==> config.mk <==
export PLATFORM = sky130hd
export DESIGN_NAME = lbr_burst_top
export DESIGN_NICKNAME = d
export VERILOG_FILES = /design/src/rtl/lbr_pkg.sv /design/src/rtl/lbr_cfg_reg.sv /design/src/rtl/lbr_seq.sv /design/src/rtl/lbr_out.sv /design/src/rtl/lbr_burst_top.sv
export SDC_FILE = /design/constraint.sdc
export NUM_CORES = 1
export LEC_CHECK = 0
export ABC_AREA = 1
export BUFFER_PORTS_ARGS = -buffer_cell sky130_fd_sc_hd__buf_2
export CAP_MARGIN = 20
export CORE_MARGIN = 10
export CORE_UTILIZATION = 45
export CTS_BUF_LIST = sky130_fd_sc_hd__clkbuf_8
export CTS_CLUSTER_DIAMETER = 30
export DETAILED_ROUTE_END_ITERATION = 12
export PLACE_DENSITY = 0.72
export SETUP_SLACK_MARGIN = 0.4
export SLEW_MARGIN = 20
export SYNTH_ARGS = -nofsm -noshare
export SYNTH_HDL_FRONTEND = slang
export SYNTH_HIERARCHICAL = 1
export SYNTH_SLANG_ARGS = --single-unit
==> constraint.sdc <==
create_clock -name clk -period 2 [get_ports clk]
set_input_delay 0.1 -clock clk [delete_from_list [all_inputs] [get_ports clk]]
set_output_delay 0.1 -clock clk [all_outputs]
set_load 0.02 [all_outputs]
==> src/rtl/lbr_pkg.sv <==
// Package for the linear burst read engine.
// Holds the configuration record shared by the register, the sequencer and the checker.
package lbr_pkg;

    // Operating configuration. The reset default is all zeros: asynchronous mode, 16-bit bus.
    typedef struct packed {
        logic sync;   // 1: synchronous linear burst
        logic wide;   // 1: 32-bit bus, two words per access
    } lbr_cfg_t;

    localparam lbr_cfg_t LBR_CFG_DEFAULT = '{sync: 1'b0, wide: 1'b0};

endpackage

==> src/rtl/lbr_cfg_reg.sv <==
// Configuration register.
// Holds the access mode and the bus width. A synchronous reset returns it to the
// asynchronous 16-bit default. Assumes software changes it only while no burst runs.
module lbr_cfg_reg
    import lbr_pkg::*;
(
    input  logic     clk,
    input  logic     rst_n,
    input  logic     we,
    input  lbr_cfg_t wdata,
    output lbr_cfg_t cfg
);

    lbr_cfg_t cfg_q;

    // Load on a write strobe; restore the default on reset.
    always_ff @(posedge clk) begin
        if (!rst_n) begin
            cfg_q <= LBR_CFG_DEFAULT;
        end else if (we) begin
            cfg_q <= wdata;
        end
    end

    assign cfg = cfg_q;

endmodule

==> src/rtl/lbr_seq.sv <==
// Burst sequencer.
// Captures the start address on the address strobe and counts accesses through a
// linear burst of BURST_WORDS word slots. Each access uses one slot on the narrow
// bus and two on the wide bus. In asynchronous mode it holds a single access.
// Assumes BURST_WORDS is even and at least 2.
module lbr_seq
    import lbr_pkg::*;
#(
    parameter int ADDR_W      = 16,
    parameter int BURST_WORDS = 4
) (
    input  logic              clk,
    input  logic              rst_n,
    input  logic              ce_n,
    input  logic              adv_n,
    input  logic [ADDR_W-1:0] addr,
    input  lbr_cfg_t          cfg,
    output logic              busy,
    output logic              last,
    output logic [ADDR_W-1:0] cur_addr
);

    localparam int IDX_W     = $clog2(BURST_WORDS) + 1;
    localparam int ACC_NARROW = BURST_WORDS;
    localparam int ACC_WIDE   = BURST_WORDS / 2;

    logic              busy_q;
    logic [IDX_W-1:0]  idx_q;
    logic [ADDR_W-1:0] addr_q;
    logic [IDX_W-1:0]  last_idx;
    logic [ADDR_W-1:0] step;

    // Index of the final access and the address stride for the configured width.
    always_comb begin
        if (cfg.wide) begin
            last_idx = IDX_W'(ACC_WIDE - 1);
            step     = ADDR_W'(2);
        end else begin
            last_idx = IDX_W'(ACC_NARROW - 1);
            step     = ADDR_W'(1);
        end
    end

    // Capture, advance, abort and finish the burst.
    always_ff @(posedge clk) begin
        if (!rst_n) begin
            busy_q <= 1'b0;
            idx_q  <= '0;
            addr_q <= '0;
        end else if (ce_n) begin
            busy_q <= 1'b0;
            idx_q  <= '0;
        end else if (!adv_n) begin
            busy_q <= 1'b1;
            idx_q  <= '0;
            addr_q <= addr;
        end else if (busy_q && cfg.sync) begin
            if (idx_q == last_idx) begin
                busy_q <= 1'b0;
                idx_q  <= '0;
            end else begin
                idx_q  <= idx_q + 1'b1;
                addr_q <= addr_q + step;
            end
        end
    end

    assign busy     = busy_q;
    assign last     = busy_q && cfg.sync && (idx_q == last_idx);
    assign cur_addr = addr_q;

endmodule

==> src/rtl/lbr_out.sv <==
// Output stage.
// Forms the data word from the current address using the stand-in pattern.
// Drives the end-of-burst indicator and gates the drive enables of the data bus
// and the indicator. The enables react to the output-enable and chip-enable pins
// without waiting for a clock.
module lbr_out #(
    parameter int               ADDR_W  = 16,
    parameter int               WORD_W  = 16,
    parameter logic [WORD_W-1:0] PAT_KEY = 16'h5A3C
) (
    input  logic                ce_n,
    input  logic                oe_n,
    input  logic                wide,
    input  logic                busy,
    input  logic                last,
    input  logic [ADDR_W-1:0]   cur_addr,
    output logic [2*WORD_W-1:0] dq_o,
    output logic                dq_oe,
    output logic                ind_o,
    output logic                ind_oe
);

    logic [ADDR_W-1:0] next_addr;
    logic [WORD_W-1:0] word_lo;
    logic [WORD_W-1:0] word_hi;
    logic              drive;

    // Pattern words for the current address and the one above it.
    always_comb begin
        next_addr = cur_addr + 1'b1;
        word_lo   = WORD_W'(cur_addr) ^ PAT_KEY;
        word_hi   = WORD_W'(next_addr) ^ PAT_KEY;
    end

    // Place one word (narrow) or two words (wide) on the bus.
    always_comb begin
        if (wide) begin
            dq_o = {word_hi, word_lo};
        end else begin
            dq_o = {{WORD_W{1'b0}}, word_lo};
        end
    end

    // Drive only while an access is active and both enables are low.
    always_comb begin
        drive  = busy && !oe_n && !ce_n;
        dq_oe  = drive;
        ind_oe = drive;
        ind_o  = !last;
    end

endmodule

==> src/rtl/lbr_burst_top.sv <==
// Top level of the linear burst read engine.
// Joins the configuration register, the burst sequencer and the output stage.
// All state is clocked on the rising edge with a synchronous active-low reset.
module lbr_burst_top
    import lbr_pkg::*;
#(
    parameter int               ADDR_W      = 16,
    parameter int               WORD_W      = 16,
    parameter int               BURST_WORDS = 4,
    parameter logic [WORD_W-1:0] PAT_KEY     = 16'h5A3C
) (
    input  logic                clk,
    input  logic                rst_n,
    input  logic                ce_n,
    input  logic                oe_n,
    input  logic                adv_n,
    input  logic [ADDR_W-1:0]   addr,
    input  logic                cfg_we,
    input  logic                cfg_sync,
    input  logic                cfg_wide,
    output logic [2*WORD_W-1:0] dq_o,
    output logic                dq_oe,
    output logic                ind_o,
    output logic                ind_oe
);

    lbr_cfg_t          cfg;
    lbr_cfg_t          cfg_wdata;
    logic              seq_busy;
    logic              seq_last;
    logic [ADDR_W-1:0] seq_addr;

    // Gather the configuration write fields into the shared record.
    always_comb begin
        cfg_wdata.sync = cfg_sync;
        cfg_wdata.wide = cfg_wide;
    end

    lbr_cfg_reg u_cfg (
        .clk   (clk),
        .rst_n (rst_n),
        .we    (cfg_we),
        .wdata (cfg_wdata),
        .cfg   (cfg)
    );

    lbr_seq #(
        .ADDR_W      (ADDR_W),
        .BURST_WORDS (BURST_WORDS)
    ) u_seq (
        .clk      (clk),
        .rst_n    (rst_n),
        .ce_n     (ce_n),
        .adv_n    (adv_n),
        .addr     (addr),
        .cfg      (cfg),
        .busy     (seq_busy),
        .last     (seq_last),
        .cur_addr (seq_addr)
    );

    lbr_out #(
        .ADDR_W  (ADDR_W),
        .WORD_W  (WORD_W),
        .PAT_KEY (PAT_KEY)
    ) u_out (
        .ce_n     (ce_n),
        .oe_n     (oe_n),
        .wide     (cfg.wide),
        .busy     (seq_busy),
        .last     (seq_last),
        .cur_addr (seq_addr),
        .dq_o     (dq_o),
        .dq_oe    (dq_oe),
        .ind_o    (ind_o),
        .ind_oe   (ind_oe)
    );

endmodule

==> results.json <==
{
  "outcome": "completed",
  "min_to": "u_seq/busy$_SDFFE_PP0P_",
  "grt_max_degree": 19,
  "grt_usage_pct": 15.43,
  "fin_crit_sh_pct": 87.28,
  "synth_edf_count": 0,
  "tightestPinTransition_ps": 475.0,
  "clk_latency_ps": 270,
  "cts_tree": "yes",
  "endpoint_kind": "flop",
  "grt_pass1_wl_mm": 9.873,
  "r2r_cells": 12,
  "synth_area_um2": 2031,
  "ant_nets": 0,
  "cp.buffers_inverters": 3,
  "port_buffers": 58,
  "final_common_cell": "nand2_1",
  "drtIter0Drc": 131,
  "path_class": "flop to flop",
  "ys_seq_elements": 22,
  "num_antenna_cells": 0,
  "vdd_drop_max_uv": 295.7,
  "maxCapViolations": 0,
  "hold-path-cell-count": 2,
  "rsz0062_at_grt": "yes",
  "maxSlewViolCount": 0,
  "grt_pass1_vias": 2225,
  "rows": 24,
  "clkTransAtPathRegs_ps": 80,
  "synth_fp_nets": 380,
  "r2r_slack_ps": 250,
  "cellLeakagePower_uw": 0.001164,
  "avgSynthCellArea_um2": 5.785,
  "max_stage_delay_ps": 360,
  "crit_path_max_fanout": 6,
  "io-pin-count": 59,
  "setup_violations": 0,
  "yosysWarnings": 6,
  "seqCellArea_um2": 488.0,
  "initial_core_util_pct": 46.64,
  "final_cell_mix": "nand2_1, buf_2, nor2_1",
  "synth_cells": 351,
  "slew_headroom_pct": 68.30,
  "holdWs_ps": 15.54,
  "min_path_type": "input pin to flop",
  "timing.fmax_ghz": 0.5729,
  "cts-root-buf": "clkbuf_8",
  "coreArea_um2": 4354,
  "cp-startpoint": "u_cfg/cfg[0]$_SDFFE_PN0P_",
  "hpwl_mm": 4.402,
  "worst_hold_startpoint": "ce_n",
  "finalHoldViolCount": 0,
  "first_pass_iters": 4,
  "num_vias": 2361,
  "n_fill_cell": 438,
  "htree_num_levels": 1,
  "synth_cell_types": 35,
  "power_uw": 1114,
  "fin_nets": 443,
  "setup.worst_path.start_class": "flop",
  "finClkSkew_ps": 2.741,
  "crit_family": "simple AND/OR/NAND/NOR gates",
  "grt-ovfl-total": 0,
  "power.density_nw_per_um2": 424.5,
  "worstPathArrival_ps": 1890,
  "setup_tns_ps": 0,
  "cp_cell_sequence": "inv_4 -> ha_4 -> inv_2 -> fa_2 -> inv_2 -> nand3_2 -> nor2_4 -> nand3_2 -> nand2_1 -> nand3_1 -> nand2_1 -> a21oi_1",
  "yosysSeqAreaShare_pct": 21.69,
  "fp.dieW_um": 87.18,
  "drc_errors": 0,
  "synthToLayoutAreaGrowth_pct": 29.27,
  "cpMaxStageDelayCell": "dfxtp_4",
  "clock-sinks": 22,
  "timing.rr.start": "u_cfg/cfg[0]$_SDFFE_PN0P_",
  "drive_gt1_share_pct": 35.35,
  "cp.required_ps": 2140,
  "finalWirelength_mm": 5.921,
  "die_h_um": 87.18,
  "antenna_found_initial": 0,
  "synth-async-reset-ratio_pct": 0,
  "cts_made_buffers": 3,
  "dieArea_um2": 7599,
  "yosys_most_used_dff": "dfxtp_1",
  "clockBufferDepth": 2,
  "worstReg2RegEnd": "u_seq/cur_addr[14]$_SDFFE_PN0P_",
  "via_per_inst": 5.077,
  "wl_per_cell_um": 12.73,
  "gp_congestion": 0.8443,
  "multi_input_area_um2": 1381,
  "fin_crit_ps": 1746
}
==> sequential cells by signal, summed over array words and instances (netlist names) <==
name / count
u_seq/cur_addr: 16
u_seq/busy: 1
u_seq/idx_q: 3
u_cfg/cfg: 2
==> final cells by class <==
type | count | area share (%)
repair buffers | 75 | 16.83
well taps | 52 | 2.479
clock buffers | 4 | 2.097
inverters | 49 | 7.388
multi-input cells | 263 | 52.62
flip-flops and latches | 22 | 18.59
==> where the power goes <==
part	internal, uW	total (uW)	switching, uW
clock network	176	328	152
registers	453	490	37.2
logic	119	296	178
==> how the worst max path moves through the flow <==
stage          cells after the start  slack (ps)                              end
6_report                          12         250  u_seq/cur_addr[14]$_SDFFE_PN0P_
5_1_grt                           12         150  u_seq/cur_addr[14]$_SDFFE_PN0P_
2_1_floorplan                     12         360  u_seq/cur_addr[12]$_SDFFE_PN0P_
3_5_place_dp                      12         190  u_seq/cur_addr[12]$_SDFFE_PN0P_
4_1_cts                           12         320  u_seq/cur_addr[12]$_SDFFE_PN0P_
3_3_place_gp                      12         230  u_seq/cur_addr[14]$_SDFFE_PN0P_
==> synthesized netlist by cell type, types with 2 or more instances <==
master,count,area [um2]
nand2_1,102,382.9
inv_1,45,168.9
nor2_1,44,165.2
a21oi_1,24,120.1
dfxtp_1,22,440.4
nand3_1,22,110.1
buf_4,11,82.58
o21ai_0,11,55.05
o21ai_1,10,50.05
nand2_2,9,56.30
nor2_2,7,43.79
nor3_1,6,30.03
ha_1,4,50.05
nand4_1,4,25.02
buf_2,3,15.01
inv_2,3,11.26
xor2_1,3,26.28
a21oi_2,2,17.52
buf_6,2,22.52
o21ai_2,2,17.52
==> cells by family (layout without fill, tap and decap cells) <==
| logic type | Yosys count | in the layout | share of synthesized area (%) |
|---|---|---|---|
| xor+xnor | 3 | 3 | 1.294 |
| compound gates | 52 | 52 | 13.86 |
| simple gates | 203 | 203 | 44.42 |
| flops | 22 | 22 | 21.69 |
| fa+ha+maj | 5 | 5 | 3.451 |
| buf+inv | 66 | 128 | 15.28 |
==> per-layer routing <==
metal / vias up / track usage (%) / part of all wire, %
li1: 1226 / - / -
met4: 0 / 6.377 / 1.5
met3: 7 / 3.839 / 8.0
met2: 68 / 26.05 / 47
met5: - / 0 / 0
met1: 1060 / 18.06 / 44
==> timing repair <==
item / in CTS / in global routing
endpoints found under the setup margin: 20 / 28
endpoints found under the hold margin: 0 / 0
hold buffers: 0 / 0
gates resized for setup: 28 / 28
setup buffers: 4 / 11
pin swaps: 5 / 8
==> through the flow <==
stage | utilization (%) | area (um2) | std cells | setup WS [ps]
4_1_cts | 56.84 | 2475 | 454 | 315.7
3_3_place_gp | 53.10 | 2312 | 446 | 225.2
5_1_grt | 60.29 | 2625 | 465 | 153.5
2_1_floorplan | - | 2066 | 351 | 363.3
6_report | 60.29 | 2625 | 465 | 254.4
3_5_place_dp | 53.10 | 2312 | 446 | 187.9
Power figures use the tool's default switching activity.
